--- config.mk ---
export PLATFORM = sky130hd
export DESIGN_NAME = i2c_rom_reader
export DESIGN_NICKNAME = d
export VERILOG_FILES = /design/src/rtl/i2cr_pkg.sv /design/src/rtl/i2cr_line_sync.sv /design/src/rtl/i2cr_pattern_rom.sv /design/src/rtl/i2cr_addr_ctr.sv /design/src/rtl/i2c_rom_reader.sv
export SDC_FILE = /design/constraint.sdc
export NUM_CORES = 1
export LEC_CHECK = 0
export BUFFER_PORTS_ARGS = -buffer_cell sky130_fd_sc_hd__buf_2
export CAP_MARGIN = 25
export CORE_AREA = 2 2 84 86
export CTS_CLUSTER_SIZE = 8
export DETAILED_ROUTE_END_ITERATION = 6
export DIE_AREA = 0 0 86 88
export PLACE_DENSITY_LB_ADDON = 0.25
export SETUP_SLACK_MARGIN = 0.4
export SLEW_MARGIN = 20
export SYNTH_ARGS = -nofsm -noshare
export SYNTH_HDL_FRONTEND = slang
export SYNTH_HIERARCHICAL = 1
export SYNTH_SLANG_ARGS = --single-unit
export TNS_END_PERCENT = 5
--- constraint.sdc ---
create_clock -name clk -period 3.5 [get_ports clk]
set_input_delay 0.525 -clock clk [delete_from_list [all_inputs] [get_ports clk]]
set_output_delay 0.525 -clock clk [all_outputs]
set_load 0.01 [all_outputs]
--- src/rtl/i2cr_pkg.sv ---
package i2cr_pkg;
  typedef enum logic [2:0] {
    ST_IDLE,  // waiting for START
    ST_DEV,   // shifting in select byte
    ST_AHI,   // shifting in address high byte
    ST_ALO,   // shifting in address low byte
    ST_ACK,   // slave holds acknowledge
    ST_TX,    // slave shifts a data byte out
    ST_MACK   // master acknowledge slot
  } rd_state_e;

  localparam logic [3:0] FAMILY_CODE = 4'b1010;
  localparam int         BYTE_BITS   = 8;
endpackage

--- src/rtl/i2cr_line_sync.sv ---
module i2cr_line_sync #(
  parameter int STAGES = 2
) (
  input  logic clk,
  input  logic rst_n,
  input  logic scl_i,
  input  logic sda_i,
  output logic scl_lvl,
  output logic sda_lvl,
  output logic scl_rise,
  output logic scl_fall,
  output logic start_ev,
  output logic stop_ev
);
  logic [STAGES-1:0] scl_q, sda_q;
  logic scl_p, sda_p;

  always_ff @(posedge clk) begin
    if (!rst_n) begin
      scl_q <= '1;
      sda_q <= '1;
      scl_p <= 1'b1;
      sda_p <= 1'b1;
    end else begin
      scl_q <= {scl_q[STAGES-2:0], scl_i};
      sda_q <= {sda_q[STAGES-2:0], sda_i};
      scl_p <= scl_q[STAGES-1];
      sda_p <= sda_q[STAGES-1];
    end
  end

  assign scl_lvl  = scl_q[STAGES-1];
  assign sda_lvl  = sda_q[STAGES-1];
  assign scl_rise = scl_lvl & ~scl_p;
  assign scl_fall = ~scl_lvl & scl_p;
  assign start_ev = scl_lvl & scl_p & sda_p & ~sda_lvl;
  assign stop_ev  = scl_lvl & scl_p & ~sda_p & sda_lvl;
endmodule

--- src/rtl/i2cr_pattern_rom.sv ---
module i2cr_pattern_rom #(
  parameter int ADDR_W  = 15,
  parameter int PAT_MUL = 37,
  parameter int PAT_ADD = 90
) (
  input  logic [ADDR_W-1:0] addr,
  output logic [7:0]        data
);
  logic [15:0] a16;

  always_comb begin
    a16  = 16'(addr);
    data = 8'(a16 * 16'(PAT_MUL) + 16'(PAT_ADD)) ^ a16[15:8];
  end
endmodule

--- src/rtl/i2cr_addr_ctr.sv ---
module i2cr_addr_ctr #(
  parameter int ADDR_W = 15
) (
  input  logic              clk,
  input  logic              rst_n,
  input  logic              load,
  input  logic [ADDR_W-1:0] load_val,
  input  logic              step,
  output logic [ADDR_W-1:0] ptr
);
  always_ff @(posedge clk) begin
    if (!rst_n)    ptr <= '0;
    else if (load) ptr <= load_val;
    else if (step) ptr <= ptr + 1'b1;
  end
endmodule

--- src/rtl/i2c_rom_reader.sv ---
module i2c_rom_reader
  import i2cr_pkg::*;
#(
  parameter int ADDR_W      = 15,
  parameter int PAT_MUL     = 37,
  parameter int PAT_ADD     = 90,
  parameter int SYNC_STAGES = 2
) (
  input  logic       clk,
  input  logic       rst_n,
  input  logic       scl_i,
  input  logic       sda_i,
  output logic       sda_oe,
  input  logic [2:0] chip_sel,
  input  logic       wcycle_busy
);
  localparam int CNT_W = $clog2(BYTE_BITS + 1);
  localparam logic [CNT_W-1:0] LAST_RX = CNT_W'(BYTE_BITS);
  localparam logic [CNT_W-1:0] LAST_TX = CNT_W'(BYTE_BITS - 1);

  logic scl_lvl, sda_lvl, scl_rise, scl_fall, start_ev, stop_ev;
  rd_state_e st, ret_st;
  logic [CNT_W-1:0] bitcnt;
  logic [7:0] sh, addr_hi;
  logic [6:0] saved7;
  logic rnd_pend, mack_ok;
  logic [ADDR_W-1:0] ptr;
  logic [7:0] rom_data;
  logic byte_in, dev_hit, dev_ok, ptr_load, ptr_step;

  i2cr_line_sync #(.STAGES(SYNC_STAGES)) u_sync (
    .clk(clk), .rst_n(rst_n), .scl_i(scl_i), .sda_i(sda_i),
    .scl_lvl(scl_lvl), .sda_lvl(sda_lvl), .scl_rise(scl_rise),
    .scl_fall(scl_fall), .start_ev(start_ev), .stop_ev(stop_ev)
  );

  i2cr_pattern_rom #(.ADDR_W(ADDR_W), .PAT_MUL(PAT_MUL), .PAT_ADD(PAT_ADD)) u_rom (
    .addr(ptr), .data(rom_data)
  );

  i2cr_addr_ctr #(.ADDR_W(ADDR_W)) u_ctr (
    .clk(clk), .rst_n(rst_n), .load(ptr_load),
    .load_val(ADDR_W'({addr_hi, sh})), .step(ptr_step), .ptr(ptr)
  );

  // a received byte is complete on the falling edge after its eighth bit
  assign byte_in  = scl_fall && (bitcnt == LAST_RX);
  assign dev_hit  = (sh[7:4] == FAMILY_CODE) && (sh[3:1] == chip_sel) && !wcycle_busy;
  assign dev_ok   = dev_hit && !(rnd_pend && sh[0] && (sh[7:1] != saved7));
  assign ptr_load = (st == ST_ALO) && byte_in;
  assign ptr_step = (st == ST_MACK) && scl_rise;

  always_comb begin
    sda_oe = (st == ST_ACK) || ((st == ST_TX) && !sh[7]);
  end

  always_ff @(posedge clk) begin
    if (!rst_n) begin
      st       <= ST_IDLE;
      ret_st   <= ST_IDLE;
      bitcnt   <= '0;
      sh       <= '0;
      addr_hi  <= '0;
      saved7   <= '0;
      rnd_pend <= 1'b0;
      mack_ok  <= 1'b0;
    end else if (stop_ev) begin
      st       <= ST_IDLE;
      bitcnt   <= '0;
      rnd_pend <= 1'b0;
    end else if (start_ev) begin
      st     <= ST_DEV;
      bitcnt <= '0;
    end else begin
      case (st)
        ST_DEV, ST_AHI, ST_ALO: begin
          if (scl_rise && bitcnt != LAST_RX) begin
            sh     <= {sh[6:0], sda_lvl};
            bitcnt <= bitcnt + 1'b1;
          end else if (byte_in) begin
            bitcnt <= '0;
            if (st == ST_DEV) begin
              rnd_pend <= 1'b0;
              if (dev_ok) begin
                st     <= ST_ACK;
                ret_st <= sh[0] ? ST_TX : ST_AHI;
                saved7 <= sh[7:1];
              end else begin
                st <= ST_IDLE;
              end
            end else if (st == ST_AHI) begin
              addr_hi <= sh;
              st      <= ST_ACK;
              ret_st  <= ST_ALO;
            end else begin
              st       <= ST_ACK;
              ret_st   <= ST_IDLE;
              rnd_pend <= 1'b1;
            end
          end
        end
        ST_ACK: begin
          if (scl_fall) begin
            st     <= ret_st;
            bitcnt <= '0;
            if (ret_st == ST_TX) sh <= rom_data;
          end
        end
        ST_TX: begin
          if (scl_fall) begin
            sh <= {sh[6:0], 1'b1};
            if (bitcnt == LAST_TX) begin
              st     <= ST_MACK;
              bitcnt <= '0;
            end else begin
              bitcnt <= bitcnt + 1'b1;
            end
          end
        end
        ST_MACK: begin
          if (scl_rise) begin
            mack_ok <= !sda_lvl;
          end else if (scl_fall) begin
            if (mack_ok) begin
              st <= ST_TX;
              sh <= rom_data;
            end else begin
              st <= ST_IDLE;
            end
          end
        end
        default: st <= ST_IDLE;
      endcase
    end
  end

  // the data line is left alone while the clock is high
  a_r2_quiet_scl_high: assert property (@(posedge clk) disable iff (!rst_n)
    (scl_lvl && !start_ev && !stop_ev) |=> $stable(sda_oe));

  // busy write cycle refuses the select byte
  a_r8_busy_no_ack: assert property (@(posedge clk) disable iff (!rst_n)
    ((st == ST_DEV) && byte_in && wcycle_busy) |=> !sda_oe);

  // repeated select byte must repeat the upper seven bits
  a_r4_rs_mismatch: assert property (@(posedge clk) disable iff (!rst_n)
    ((st == ST_DEV) && byte_in && rnd_pend && sh[0] && (sh[7:1] != saved7)) |=> !sda_oe);

  // one pointer step per master acknowledge slot, wrapping
  a_r6_ptr_advance: assert property (@(posedge clk) disable iff (!rst_n)
    ((st == ST_MACK) && scl_rise) |=> (ptr == ADDR_W'($past(ptr) + 1'b1)));

  // master not acknowledging ends the burst with SDA released
  a_r7_nack_release: assert property (@(posedge clk) disable iff (!rst_n)
    ((st == ST_MACK) && scl_fall && !mack_ok) |=> ((st == ST_IDLE) && !sda_oe));

  // START always restarts select-byte reception
  a_r10_start_restarts: assert property (@(posedge clk) disable iff (!rst_n)
    start_ev |=> ((st == ST_DEV) && !sda_oe));
endmodule

Yosys cells after proc, flatten, opt, wreduce, memory -nomap -nowiden
Index checks and enable logic that the tools add are counted.
{"block": "totals", "wordCells": 132, "ff_bits": 55}
{"block": "op_classes", "reduce_logical": 30, "multipliers": 1, "bitwise_logic": 17, "n_mux": 34, "add_sub_neg": 3, "n_eq_ne": 33}
{"op": "8-bit 2-to-1 mux", "n": 7}
{"op": "3-bit 2-to-1 mux", "n": 13}
{"op": "8-bit case mux with 4 select lines", "n": 1}
{"op": "15-bit 2-to-1 mux", "n": 2}
{"op": "7-bit AND reduction", "n": 4}
{"op": "3-bit != test (second input constant)", "n": 7}
{"op": "4-bit 2-to-1 mux", "n": 5}
{"op": "2-bit != test (second input constant)", "n": 10}
{"op": "15-bit by 1-bit adder with 15-bit output (second input constant)", "n": 1}
{"op": "15-bit by 6-bit multiplier with 8-bit output (second input constant)", "n": 1}
{"op": "3-bit == test (second input constant)", "n": 4}
{"op": "3-bit case mux with 4 select lines", "n": 1}
{"op": "4-bit case mux with 3 select lines", "n": 1}
{"op": "1-bit logical AND", "n": 10}
{"op": "10-bit AND reduction", "n": 1}
{"op": "1-bit NOT", "n": 9}
{"op": "8-bit by 7-bit adder with 8-bit output (second input constant)", "n": 1}
{"op": "4-bit == test (second input constant)", "n": 2}
{"op": "4-bit AND reduction", "n": 2}
{"op": "8-bit by 7-bit XOR with 8-bit output", "n": 1}
{"op": "1-bit AND", "n": 7}
{"op": "7-bit != test", "n": 1}
{"op": "3-bit by 2-bit == test with 1-bit output (second input constant)", "n": 2}
{"op": "6-bit AND reduction", "n": 1}
{"op": "17 further kinds", "n": 24}

Logic depth before layout (Yosys ltp)
{"block": "logic_depth", "depth_word": 10, "ltp_mapped": 12}

Modules after synthesis
The synthesis kept the hierarchy.
{"mod": "i2c_rom_reader", "instances": 1, "seq_area_each_um2": 680.7, "area_per_inst_um2": 1865.5, "cells_each": 221}
{"mod": "i2cr_addr_ctr", "instances": 1, "seq_area_each_um2": 300.3, "area_per_inst_um2": 772.0, "cells_each": 93}
{"mod": "i2cr_pattern_rom", "instances": 1, "seq_area_each_um2": 0.0, "area_per_inst_um2": 435.4, "cells_each": 44}
{"mod": "i2cr_line_sync", "instances": 1, "seq_area_each_um2": 120.1, "area_per_inst_um2": 190.2, "cells_each": 16}

Worst setup path after synthesis
No wires, ideal clock.
{"block": "synth_timing", "kind": "reg2reg", "from": "reg u_ctr.ptr[1]", "to": "reg sh[7]", "t_required_ns": 3.409, "setup_ns": 0.091, "path_slack_ns": 0.588, "arrival_time_ns": 2.821, "stages_incl_launch_ff": 13, "path_buffers": 0, "period_less_slack_ns": 2.912, "cell_sequence": "dfxtp_1 -> inv_1 -> ha_1 -> inv_1 -> fa_1 -> inv_1 -> fa_1 -> ha_1 -> a21oi_1 -> o21ai_0 -> xnor2_1 -> nand2_1 -> a311oi_1"}
{"block": "synth_via", "elab_chain_len": 7, "elab_cells_between_ends": 9, "classes_between": "1 x add/sub; 1 x mul; 6 x mux; 1 x bitwise"}
{"item": "start, declared", "line": "i2cr_addr_ctr.sv:9", "source": "output logic [ADDR_W-1:0] ptr"}
{"item": "start signal, assigned", "line": "i2cr_addr_ctr.sv:13", "source": "else if (load) ptr <= load_val;"}
{"item": "start signal, assigned", "line": "i2cr_addr_ctr.sv:14", "source": "else if (step) ptr <= ptr + 1'b1;"}
{"item": "15-bit by 6-bit multiplier with 8-bit output (*)", "line": "i2cr_pattern_rom.sv:13", "source": "data = 8'(a16 * 16'(PAT_MUL) + 16'(PAT_ADD)) ^ a16[15:8];"}
{"item": "8-bit by 7-bit adder with 8-bit output (*)", "line": "i2cr_pattern_rom.sv:13"}
{"item": "8-bit by 7-bit XOR with 8-bit output (*)", "line": "i2cr_pattern_rom.sv:13"}
{"item": "net rom_data[7]", "line": "i2c_rom_reader.sv:28", "source": "logic [7:0] rom_data;"}
{"item": "8-bit 2-to-1 mux", "line": "i2c_rom_reader.sv:124", "source": "if (mack_ok) begin"}
{"item": "8-bit 2-to-1 mux", "line": "i2c_rom_reader.sv:123", "source": "end else if (scl_fall) begin"}
{"item": "8-bit 2-to-1 mux", "line": "i2c_rom_reader.sv:121", "source": "if (scl_rise) begin"}
{"item": "8-bit case mux with 4 select lines (*)", "line": "i2c_rom_reader.sv:75", "source": "case (st)"}
{"item": "end signal, assigned", "line": "i2c_rom_reader.sv:78", "source": "sh <= {sh[6:0], sda_lvl};"}
{"item": "end signal, assigned", "line": "i2c_rom_reader.sv:111", "source": "sh <= {sh[6:0], 1'b1};"}
{"item": "end signal, assigned", "line": "i2c_rom_reader.sv:126", "source": "sh <= rom_data;"}
{"item": "end, declared", "line": "i2c_rom_reader.sv:24", "source": "logic [7:0] sh, addr_hi;"}
Mark *: on every way through the listed nets, which the timed path passes. The rest lies on a longest branch. The select of a mux whose other input is x is not followed.
A chain may end at the register's enable or synchronous reset.

Final worst setup path
{"block": "layout_timing", "from": "reg u_ctr.ptr[5]", "to": "reg sh[7]"}
Same word-level chain as after synthesis.

==> out/qor.yml <==
cells_and_area:
  post_route_cells_drive_above_1_share_pct: 11.5
  fin_util_pct: 53.8
  syn_to_final_growth_pct: 9.59
  fin_nets: 409
  antenna_cells: 0
  fin_area_um2: 3580
  fillers: 620
synthesis:
  synthXorXnorAreaFrac_pct: 11.2
  synth_edf_count: 0
  synth_top_family_by_area: "simple AND/OR/NAND/NOR gates"
  synth_top_area_cell: "dfxtp_1"
  synth.most_common_cell: "dfxtp_1"
  post_synth_fa_ha_maj_area_fraction_pct: 8.36
  synth_flop_cell: "dfxtp_1"
  synth_top_area_share_pct: 33.7
  ys_seq_area_share_pct: 33.7
  synth-seq-cells: 55
  synth_cell_types: 53
  synth_area_leaders: "dfxtp_1 34%, xnor2_1 7.2%, ha_1 6.5%"
  synthCells: 374
  ys_async_sr_fraction_pct: 0
  muxShareOfSynthArea_pct: 3.37
  ys_top_cells_by_count: "55 x dfxtp_1, 32 x nand2_1, 27 x nor2_1, 27 x xnor2_1, 23 x a21oi_1"
  yosys.area_share.simple_pct: 20.3
  syn-cell-area_um2: 3260
  syn_avg_cell_area_um2: 8.72
  synth_nets: 402
  ys_warn_count: 6
  synth_compound_area_share_pct: 18.4
timing:
  slew_viol_final: 0
  rsz0062_at_grt: "no"
  timing.fmax_mhz: 340
  hold_viol_final: 0
  worstMarginPinSlew_ns: 0.850
  slew_headroom_pct: 43.3
  timing.final.ws_setup_ns: 0.559
  min_period_over_period_pct: 84.0
  setup-violations-final: 0
  timing.setup.tns_ns: 0
  fin_skew_ns: 0.0128
  hold_ws_ns: 0.400
  layout_min_cycle_time_ns: 2.94
cts:
  cts_max_level: 2
  clockBufferDepth: 2
  ctsHoldBuffers: 0
  clk_pin_slew_ns: 0.10
  cts_tree: "done"
  clock-sinks: 55
  numCtsBuffers: 5
  cts_root_buf: "clkbuf_8"
  insertion_delay_ns: 0.30
worst_setup_path:
  r2r-start: "u_ctr/ptr[5]"
  startpoint_type: "register"
  cpMaxStageDelayCell: "fa_1"
  cp_max_fo: 3
  crit_start: "u_ctr/ptr[5]"
  crit_family: "adder cells"
  cp.arrival_ns: 3.15
  critPathRequiredTime_ns: 3.71
  cp_slowest_stage_delay_ns: 0.50
  path_buf_inv: 2
  path_class: "register to register"
  path_cells: "ha_4, ha_2, inv_2, fa_1, inv_1, fa_1, ha_4, nand2_1, o21ai_1, xnor2_1, nand2_1, a311oi_2"
  cp-end-kind: "register"
floorplan:
  die_w_um: 86
  core_area_um2: 6640
  num_rows: 30
  die_area_um2: 7570
  io_pins: 9
  start_util_pct: 49.1
  die_h_um: 88
route:
  via_per_inst: 5.94
  dr_total_vias: 2746
  drtAntennaViolNets: 0
  drc: 0
  totalWireLength_mm: 7.45
  first_pass_iters: 5
  drtIter0Drc: 170
  routedWlPerCell_um: 16.1
min_path:
  hold_start: "scl_i"
  hold_class: "input port to register"
global_routing:
  grt_pass1_vias: 2474
  grt_first_pass_wirelength_mm: 12.0
  grt_max_degree: 32
  overflow: 0
  grt.total_usage_pct: 19.8
  antenna_found_initial: 0
run:
  maxCapViolations: 0
status:
  status: "completed"
place:
  place_ws_ns: 0.404
  place.port_buffers: 8
  gp_congestion: 0.864
  hpwl_mm: 5.28
  placed_area_um2: 3350
power_and_ir_drop:
  peakVddDrop_mv: 0.209
  power_density_nw_per_um2: 328
  leakage_nw: 1.32
area by class of cell:
class | instances | area, um2 | share of cell area [%]
multi-input cells | 284 | 2050 | 57.3
flip-flops and latches | 55 | 1110 | 31.1
repair buffers | 18 | 115 | 3.22
well taps | 80 | 100 | 2.80
clock buffers | 5 | 68.8 | 1.92
clock inverters | 3 | 67.6 | 1.89
inverters | 17 | 63.8 | 1.78
worst register-to-register path, delay by kind of cell (launching register included):
family	cells	cell delay, ns
adders and majority gates	5	1.72
AOI/OAI and AO/OA	2	0.39
DFF	1	0.37
xor gates and xnor gates	1	0.14
and+or+nand+nor	2	0.13
buffers and inverters	2	0.09
cells in the final DEF (no fill, tap or decap), drive strengths merged, types with 5 or more instances in the layout:
master / count
a21oi: 23
a311oi: 8
and3: 5
buf: 18
clkbuf: 5
dfxtp: 55
ha: 17
inv: 15
mux2i: 11
nand2: 32
nand2b: 10
nand3: 14
nand4: 8
nor2: 27
nor2b: 5
nor3: 6
nor4: 8
o21ai: 18
o31ai: 7
xnor2: 27
xor2: 12
state kept, by name, summed over array words and instances, names as in the netlist:
register      flops
u_sync/sda_p      1
addr_hi           7
ret_st            3
mack_ok           1
rnd_pend          1
st                3
u_ctr/ptr        15
u_sync/sda_q      2
bitcnt            4
saved7            7
u_sync/scl_p      1
u_sync/scl_q      2
sh                8
worst paths after layout:
| check | endpoint | slack, ns | depth (start not counted) |
|---|---|---|---|
| worst min-delay path | u_sync/scl_q[0] | 0.40 | 2 |
| worst min register to register | u_sync/sda_q[1] | 0.42 | 1 |
| worst max-delay path | sh[7] | 0.56 | 12 |
| worst max register to register | sh[7] | 0.56 | 12 |
per-layer routing:
layer	track usage [%]	share of wire [%]	up-vias
met4	5.19	0.63	0
met1	26.0	45	1313
met3	3.39	4.7	4
met5	0	0	-
met2	33.8	50	68
li1	-	-	1361
logic make-up after synthesis:
logic type / Yosys count
XOR/XNOR: 40
multiplexers: 11
AO/OA/AOI/OAI: 86
adder cells (fa/ha/maj): 20
AND/OR/NAND/NOR: 127
buffers and inverters: 35
flip-flops: 55
metrics by stage:
step	total power [mW]	std cells
floorplan	0.684	374
global placement	0.701	448
detailed placement	0.701	448
CTS	1.20	456
global route	1.22	462
finish	1.17	462
what timing repair did:
item                                   CTS  global route
gates resized for setup                  1            12
setup buffers                            0             6
setup endpoints to repair                1             2
pin swaps                                0             6
endpoints found under the hold margin    0             0
power breakdown:
part | switching [mW] | internal [mW] | leakage, nW
clock network | 0.203 | 0.285 | 0.0644
registers | 0.00705 | 0.628 | 0.447
logic | 0.0320 | 0.0187 | 0.814
total | 0.242 | 0.931 | 1.32
Power figures use the tool's default switching activity.
